`src/rtl/dbell_pkg.sv`:
```
package dbell_pkg;

    localparam int HDR_W = 64;
    localparam logic [3:0] FTYPE_DOORBELL = 4'b1010;
    localparam logic [1:0] TT_DEV8 = 2'b00;

    typedef struct packed {
        logic [4:0]  ack;
        logic [2:0]  rsv_a;
        logic [1:0]  prio;
        logic [1:0]  ttype;
        logic [3:0]  ftype;
        logic [7:0]  dest;
        logic [7:0]  src;
        logic [7:0]  rsv_b;
        logic [7:0]  tid;
        logic [15:0] info;
    } hdr_t;

    function automatic logic accept_hdr(hdr_t h);
        return (h.ttype == TT_DEV8) && (h.ftype == FTYPE_DOORBELL);
    endfunction

endpackage

```
`src/rtl/dbell_hdr_parse.sv`:
```
module dbell_hdr_parse
    import dbell_pkg::*;
#(
    parameter int NUM_REGS = 4,
    parameter int REG_W    = 16
) (
    input  logic                        clk,
    input  logic                        rst,
    input  logic                        hdr_valid,
    input  logic [HDR_W-1:0]            hdr_data,
    output logic                        set_v,
    output logic [$clog2(NUM_REGS)-1:0] set_reg,
    output logic [$clog2(REG_W)-1:0]    set_bit,
    output logic [7:0]                  src_id,
    output logic [7:0]                  tid,
    output logic                        discard_q
);
    localparam int BIT_W = $clog2(REG_W);
    localparam int IDX_W = $clog2(NUM_REGS);

    hdr_t h;
    logic ok;

    always_comb begin
        h       = hdr_t'(hdr_data);
        ok      = accept_hdr(h);
        set_v   = hdr_valid && ok;
        set_bit = h.info[BIT_W-1:0];
        set_reg = h.info[BIT_W+IDX_W-1:BIT_W];
        src_id  = h.src;
        tid     = h.tid;
    end

    always_ff @(posedge clk) begin
        if (rst) discard_q <= 1'b0;
        else     discard_q <= hdr_valid && !ok;
    end

    // a rejected header is followed by a discard pulse
    a_r4_discard_after_drop: assert property (@(posedge clk) disable iff (rst)
        (hdr_valid && !accept_hdr(hdr_t'(hdr_data))) |=> discard_q);
    // an accepted doorbell never produces a discard pulse
    a_r2_no_discard_on_accept: assert property (@(posedge clk) disable iff (rst)
        (hdr_valid && accept_hdr(hdr_t'(hdr_data))) |=> !discard_q);

endmodule

```
`src/rtl/dbell_status_bank.sv`:
```
module dbell_status_bank #(
    parameter int NUM_REGS = 4,
    parameter int REG_W    = 16
) (
    input  logic                          clk,
    input  logic                          rst,
    input  logic                          set_v,
    input  logic [$clog2(NUM_REGS)-1:0]   set_reg,
    input  logic [$clog2(REG_W)-1:0]      set_bit,
    input  logic                          clr_we,
    input  logic [$clog2(NUM_REGS)-1:0]   clr_sel,
    input  logic [REG_W-1:0]              clr_mask,
    input  logic [NUM_REGS-1:0]           irq_en,
    output logic [NUM_REGS*REG_W-1:0]     status_flat,
    output logic [NUM_REGS-1:0]           irq
);
    localparam int IDX_W = $clog2(NUM_REGS);

    logic [NUM_REGS-1:0][REG_W-1:0] st;
    logic [NUM_REGS-1:0][REG_W-1:0] set_vec;
    logic [NUM_REGS-1:0][REG_W-1:0] clr_vec;

    for (genvar k = 0; k < NUM_REGS; k++) begin : g_reg
        always_comb begin
            set_vec[k] = (set_v && set_reg == IDX_W'(k)) ? (REG_W'(1) << set_bit) : '0;
            clr_vec[k] = (clr_we && clr_sel == IDX_W'(k)) ? clr_mask : '0;
        end

        always_ff @(posedge clk) begin
            if (rst) st[k] <= '0;
            else     st[k] <= (st[k] & ~clr_vec[k]) | set_vec[k];
        end

        assign irq[k] = irq_en[k] && (|st[k]);
        assign status_flat[k*REG_W +: REG_W] = st[k];

        // cleared bits read zero when no doorbell hits this register
        a_r6_clear_bits: assert property (@(posedge clk) disable iff (rst)
            (clr_we && clr_sel == IDX_W'(k) && !(set_v && set_reg == IDX_W'(k)))
            |=> ((st[k] & $past(clr_mask)) == '0));
        // the bit set by a doorbell is present next cycle regardless of clears
        a_r7_set_wins: assert property (@(posedge clk) disable iff (rst)
            (set_v && set_reg == IDX_W'(k)) |=> st[k][$past(set_bit)]);
        // without a clear no bit falls
        a_r10_sticky: assert property (@(posedge clk) disable iff (rst)
            !clr_we |=> ((st[k] & $past(st[k])) == $past(st[k])));
    end

endmodule

```
`src/rtl/dbell_capture.sv`:
```
module dbell_capture (
    input  logic       clk,
    input  logic       rst,
    input  logic       load,
    input  logic [7:0] src_in,
    input  logic [7:0] tid_in,
    output logic       cap_valid,
    output logic [7:0] cap_src,
    output logic [7:0] cap_tid
);
    always_ff @(posedge clk) begin
        if (rst) begin
            cap_valid <= 1'b0;
            cap_src   <= '0;
            cap_tid   <= '0;
        end else if (load) begin
            cap_valid <= 1'b1;
            cap_src   <= src_in;
            cap_tid   <= tid_in;
        end
    end

    // a loaded doorbell appears in the capture register next cycle
    a_r9_capture_load: assert property (@(posedge clk) disable iff (rst)
        load |=> (cap_valid && cap_src == $past(src_in) && cap_tid == $past(tid_in)));
    // without a load the capture holds
    a_r9_capture_hold: assert property (@(posedge clk) disable iff (rst)
        !load |=> ($stable(cap_src) && $stable(cap_tid)));

endmodule

```
`src/rtl/dbell_irq_decoder.sv`:
```
module dbell_irq_decoder
    import dbell_pkg::*;
#(
    parameter int NUM_REGS = 4,
    parameter int REG_W    = 16,
    localparam int IDX_W   = $clog2(NUM_REGS),
    localparam int BIT_W   = $clog2(REG_W)
) (
    input  logic                      clk,
    input  logic                      rst,
    input  logic                      hdr_valid,
    input  logic [HDR_W-1:0]          hdr_data,
    input  logic                      clr_we,
    input  logic [IDX_W-1:0]          clr_sel,
    input  logic [REG_W-1:0]          clr_mask,
    input  logic [NUM_REGS-1:0]       irq_en,
    output logic [NUM_REGS*REG_W-1:0] status,
    output logic [NUM_REGS-1:0]       irq,
    output logic                      discard,
    output logic                      cap_valid,
    output logic [7:0]                cap_src_id,
    output logic [7:0]                cap_tid
);
    logic             set_v;
    logic [IDX_W-1:0] set_reg;
    logic [BIT_W-1:0] set_bit;
    logic [7:0]       p_src;
    logic [7:0]       p_tid;

    dbell_hdr_parse #(.NUM_REGS(NUM_REGS), .REG_W(REG_W)) u_parse (
        .clk(clk), .rst(rst), .hdr_valid(hdr_valid), .hdr_data(hdr_data),
        .set_v(set_v), .set_reg(set_reg), .set_bit(set_bit),
        .src_id(p_src), .tid(p_tid), .discard_q(discard)
    );

    dbell_status_bank #(.NUM_REGS(NUM_REGS), .REG_W(REG_W)) u_bank (
        .clk(clk), .rst(rst), .set_v(set_v), .set_reg(set_reg), .set_bit(set_bit),
        .clr_we(clr_we), .clr_sel(clr_sel), .clr_mask(clr_mask), .irq_en(irq_en),
        .status_flat(status), .irq(irq)
    );

    dbell_capture u_cap (
        .clk(clk), .rst(rst), .load(set_v), .src_in(p_src), .tid_in(p_tid),
        .cap_valid(cap_valid), .cap_src(cap_src_id), .cap_tid(cap_tid)
    );

    // discard is a single-cycle pulse only when a header was presented
    a_r1_discard_needs_hdr: assert property (@(posedge clk) disable iff (rst)
        discard |-> $past(hdr_valid));

endmodule

```
`config.mk`:
```
export PLATFORM = sky130hd
export DESIGN_NAME = dbell_irq_decoder
export DESIGN_NICKNAME = d
export VERILOG_FILES = /design/src/rtl/dbell_pkg.sv /design/src/rtl/dbell_hdr_parse.sv /design/src/rtl/dbell_status_bank.sv /design/src/rtl/dbell_capture.sv /design/src/rtl/dbell_irq_decoder.sv
export SDC_FILE = /design/constraint.sdc
export NUM_CORES = 1
export LEC_CHECK = 0
export BUFFER_PORTS_ARGS = -buffer_cell sky130_fd_sc_hd__buf_2
export CORE_ASPECT_RATIO = 0.9
export CORE_MARGIN = 2
export CORE_UTILIZATION = 47
export CTS_BUF_LIST = sky130_fd_sc_hd__clkbuf_16
export DETAILED_ROUTE_END_ITERATION = 16
export HOLD_SLACK_MARGIN = 0.15
export PLACE_DENSITY = 0.81
export REMOVE_ABC_BUFFERS = 1
export SYNTH_ARGS = -nofsm -noshare
export SYNTH_HDL_FRONTEND = slang
export SYNTH_SLANG_ARGS = --single-unit
```
`constraint.sdc`:
```
create_clock -name clk -period 1.4 [get_ports clk]
set_clock_uncertainty 0.1 [all_clocks]
set_input_delay 0.14 -clock clk [delete_from_list [all_inputs] [get_ports clk]]
set_output_delay 0.14 -clock clk [all_outputs]
set_load 0.02 [all_outputs]
```
---- Yosys cells after proc, flatten, opt, wreduce, memory -nomap -nowiden ----
Index checks and enable logic that the tools add are counted.
W data, S select, Z words.
operators by class
  equal/unequal tests ..................... 7
  shift-type cells ........................ 1
  muxes and demuxes ....................... 8
  bitwise operators ....................... 12
  reductions and logical operators ........ 23
operators with widths
  operator                number
  $mux W16                8
  $and A16 B16 Y16        4
  $not A16 Y16            4
  $or A16 B16 Y16         4
  $reduce_or A16 Y1       4
  $shl A1 B4 Y16 const A  1
  $logic_and A1 B1 Y1     15
  $eq A2 B2 Y1 const B    4
  $logic_not A2 Y1        3
  $eq A2 B1 Y1 const B    2
  $eq A4 B4 Y1 const B    1
  $logic_not A1 Y1        1
storage, ports and cells
  bits in registers ....................... 82
  output and inout port bits .............. 86

---- Logic depth before layout (Yosys ltp) ----
  depth after elaboration ................. 6
  mapped depth ............................ 5

---- By module ----
A second synthesis with hierarchy kept.
unflattened totals
  cell total of the unflattened synthesis .. 380
  area, all modules ....................... 4096.4 sq um
by module, submodules not included
  module             instances  cells an instance  area an instance (sq um)
  dbell_status_bank  1          297                3261.9
  dbell_capture      1          55                 609.3
  dbell_hdr_parse    1          28                 225.2

---- Worst setup path after synthesis ----
No wires, ideal clock.
  kind .................................... reg2out
  start ................................... reg u_bank.st, in the netlist u_bank.status_flat[30]
  end ..................................... out irq[1]
  data arrival time ....................... 0.986 ns
  setup slack ............................. 0.174 ns
  cell stages (with the launch flop) ...... 3
  path buffers ............................ 0
  path through ............................ dfxtp_1 > nor4_1 > a41oi_1
between the ends
  longest elaborated chain between the ends .. 2
RTL lines
  item                               line                     RTL
  from (decl)                        dbell_status_bank.sv:19  logic [NUM_REGS-1:0][REG_W-1:0] st;
  from (signal, indexed assignment)  dbell_status_bank.sv:31  else st[k] <= (st[k] & ~clr_vec[k]) | set_vec[k];
  $reduce_or A16 Y1                  dbell_status_bank.sv:34  assign irq[k] = irq_en[k] && (|st[k]);
  $logic_and A1 B1 Y1                dbell_status_bank.sv:34
  to (decl)                          dbell_irq_decoder.sv:18  output logic [NUM_REGS-1:0] irq,
Every way passes these cells.

---- Worst setup path after layout ----
  start ................................... reg u_bank.st, in the netlist u_bank.status_flat[2]
  end ..................................... out irq[0]
The elaborated chain is that of the path after synthesis.

==> metrics.md <==
| Metric | Value |
|---|---|
| Status | complete, but fails checks |
| Failing checks | negative setup slack |
| Routed via count | 4271 |
| Setup violators final | 4 |
| Synth area leaders | dfxtp_1, a211o_1, o21ai_1, inv_1, nand2_1 |
| Reg clk slew, reported paths | 60 ps |
| Ys Warns | 0 |
| Post-synth ARST share | 0% |
| Tightest Pin Transition | 771 ps |
| CP most frequent cell | buf_4 |
| Max-slew headroom | 48.5% |
| Fill cell count | 541 |
| Layout cells sized above 1 | 36.8% |
| Routed WL | 13400 um |
| Worst flop-to-flop path startpoint | u_bank.status_flat[2]$_SDFF_PP0_ |
| Rows | 30 |
| Syn Inst Count | 425 |
| Synthesis-stage register bit count | 82 |
| Most frequent cells in the layout | buf_2, dfxtp_1, o21ai_1 |
| First-pass GRT wire length | 20800 um |
| Final Slew Violations | 0 |
| Sequential area share after synthesis | 43.9% |
| Total track usage | 30.3% |
| Fin crit share | 120% |
| Pwr dens | 901 nW/um^2 |
| RSZ-0062 raised after global routing | true |
| DRC | 0 |
| CP required | 1160 ps |
| Worst skew pair latency | 330 ps |
| Number of DRC markers in iteration 0 | 470 |
| Area growth, synth to finish | 50.5% |
| Hold EP | u_bank.status_flat[18]$_SDFF_PP0_ |
| Commonest non-fill, non-tap cell in the layout | buf_2 |
| Clock sinks | 82 |
| Total Power | 5.07 mW |
| Worst vdd ir | 0.625 mV |
| Port bufs | 139 |
| Crit end category | primary output |
| TritonCTS clock tree | yes |
| Final WS setup | -280 ps |
| Ant. Diodes | 0 |
| Io pins | 176 |
| Initial Util | 49.1% |
| Root Driver | clkbuf_16 |
| Vias per cell | 5.86 |
| R2R depth | 4 |
| Synth top area share | 43.9% |
| CP max stage delay | 340 ps |
| Worst Min Path Start | hdr_data[5] |
| Avg Synthesized Cell Area | 8.80 sq um |
| Grt ovf | 0 |
| Max Clk Rate | 595 MHz |
| Crit start category | flip-flop |
| Vias in the first global route | 4112 |
| Layout Nets | 718 |
| Worst R2R End | u_bank.status_flat[2]$_SDFF_PP0_ |
| Hold WC Path Type | in2reg |
| R2R Setup Slk | 330 ps |
| Initial antenna violation count | 0 |
| HPWL after detailed placement | 9050 um |
| Worst-path maximum fanout | 2 |
| Mapped cell area | 3740 sq um |
| Post-synth EDFFs | 0 |
| Max_cap viols | 0 |
| CP arrival | 1440 ps |
| Final Hold Fails | 0 |
| Antenna Nets Post-Route | 0 |
| Die extent in x | 98.0 um |
| Final Wtd Congestion | 0.909 |
| Setup CP Type | reg2out |
| DIE AREA | 8690 sq um |
| Largest net degree at the start of global routing | 33 |
| Slowest stage cell, crit path | dfxtp_1 |
| Leakage | 2.44 nW |
| Routed len/inst | 18.4 um |
| Setup TNS | -909 ps |
| Yosys cell types | 38 |
| Die Ht | 88.6 um |
| Core ar. | 7620 sq um |
| Dominant synthesized flop cell | dfxtp_1 |
| H-tree depth | 3 |
| Pre-antenna DRT Iters | 5 |
| CTS Buf Count | 9 |
| Area leader, netlist | dfxtp_1 |
| Minimum clock period | 1680 ps |
| Crit-path cells | nor4_4 -> buf_4 -> a41oi_2 -> buf_4 |
| Clk buf depth | 2 |
| Worst Hold Path Cells | 4 |
==> synthesized netlist by cell type (all sizes together) (2+ instances only) <==
master,instances
and3,2
o21ai,61
dfxtp,82
clkbuf,12
and3b,2
nand4,26
o31ai,2
and2b,2
mux2i,16
nor2b,5
o211ai,4
inv,48
o311ai,2
a41oi,4
buf,16
nand2b,4
nand2,47
nor4b,2
nand3,22
a211o,42
nor4,16
nor2,3
==> metal layers <==
| layer | GRT usage (%) | wire (um) | share of wire [%] |
|---|---|---|---|
| met1 | 37.0 | 5070 | 38 |
| met2 | 51.4 | 6360 | 47 |
| met3 | 7.35 | 1400 | 10 |
| met4 | 13.8 | 575 | 4.3 |
| met5 | 0 | 0 | 0 |
==> sequential cells by signal, summed over array words and instances (netlist names) <==
register / flops
u_cap.cap_src: 8
u_bank.status_flat: 64
u_cap.cap_valid: 1
u_cap.cap_tid: 8
u_parse.discard_q: 1
==> worst max-delay path by stage <==
| stage | from | end | slack (ps) | cells after the start |
|---|---|---|---|---|
| finish | u_bank.status_flat[2]$_SDFF_PP0_ | irq[0] | -280 | 4 |
| global route | u_bank.status_flat[0]$_SDFF_PP0_ | irq[0] | -310 | 4 |
| CTS | u_bank.status_flat[0]$_SDFF_PP0_ | irq[0] | -280 | 4 |
| detailed placement | clr_sel[1] | u_bank.status_flat[2]$_SDFF_PP0_ | -300 | 4 |
| global placement | clr_sel[1] | u_bank.status_flat[2]$_SDFF_PP0_ | -160 | 4 |
| floorplan | hdr_data[51] | u_cap.cap_src[0]$_SDFFE_PP0P_ | -830 | 3 |
==> kinds of logic after synthesis <==
kind of cell,share of synthesized area [%]
and+or+nand+nor,22.0
buffers and inverters,8.70
muxes,4.28
AOI/OAI and AO/OA,21.2
DFF,43.9
==> per-stage QoR <==
stage          std cells  setup slack, ps  hold WS (ps)  utilization (%)  instance area [sq um]
4_1_cts              730             -277           139             73.7                   5620
3_3_place_gp         675             -158           287             62.6                   4770
5_1_grt              729             -309           154             73.9                   5630
6_report             729             -280           148             73.9                   5630
3_5_place_dp         675             -300           295             62.6                   4770
2_1_floorplan        397             -827           133                -                   3600
==> power breakdown <==
part           internal (mW)  total, mW  switching (mW)
logic                  0.208      0.496           0.289
clock network           1.35       2.24           0.896
registers               2.33       2.33         0.00171
total                   3.89       5.07            1.19
==> worst max-delay path, delay by kind of cell (launching register included) <==
kind | cells | cell delay [ps]
compound gates | 1 | 90
buf+inv | 2 | 350
simple gates | 1 | 330
flops | 1 | 340
==> cell type report <==
cell class / count / area [sq um] / area share, %
sequential: 82 / 1660 / 29.4
inverter: 48 / 180 / 3.20
multi-input combinational: 267 / 1950 / 34.6
timing repair buffer: 220 / 1450 / 25.7
clock buffer: 9 / 225 / 4.00
clock inverter: 7 / 53.8 / 0.956
tap: 96 / 120 / 2.13
==> repair_timing <==
action	in CTS	in global routing
buffers inserted	3	0
hold endpoints to repair	81	0
gates resized for setup	33	8
setup endpoints to repair	4	39
pin swaps	9	3
hold buffers	39	0
(Power assumes the default switching activity.)
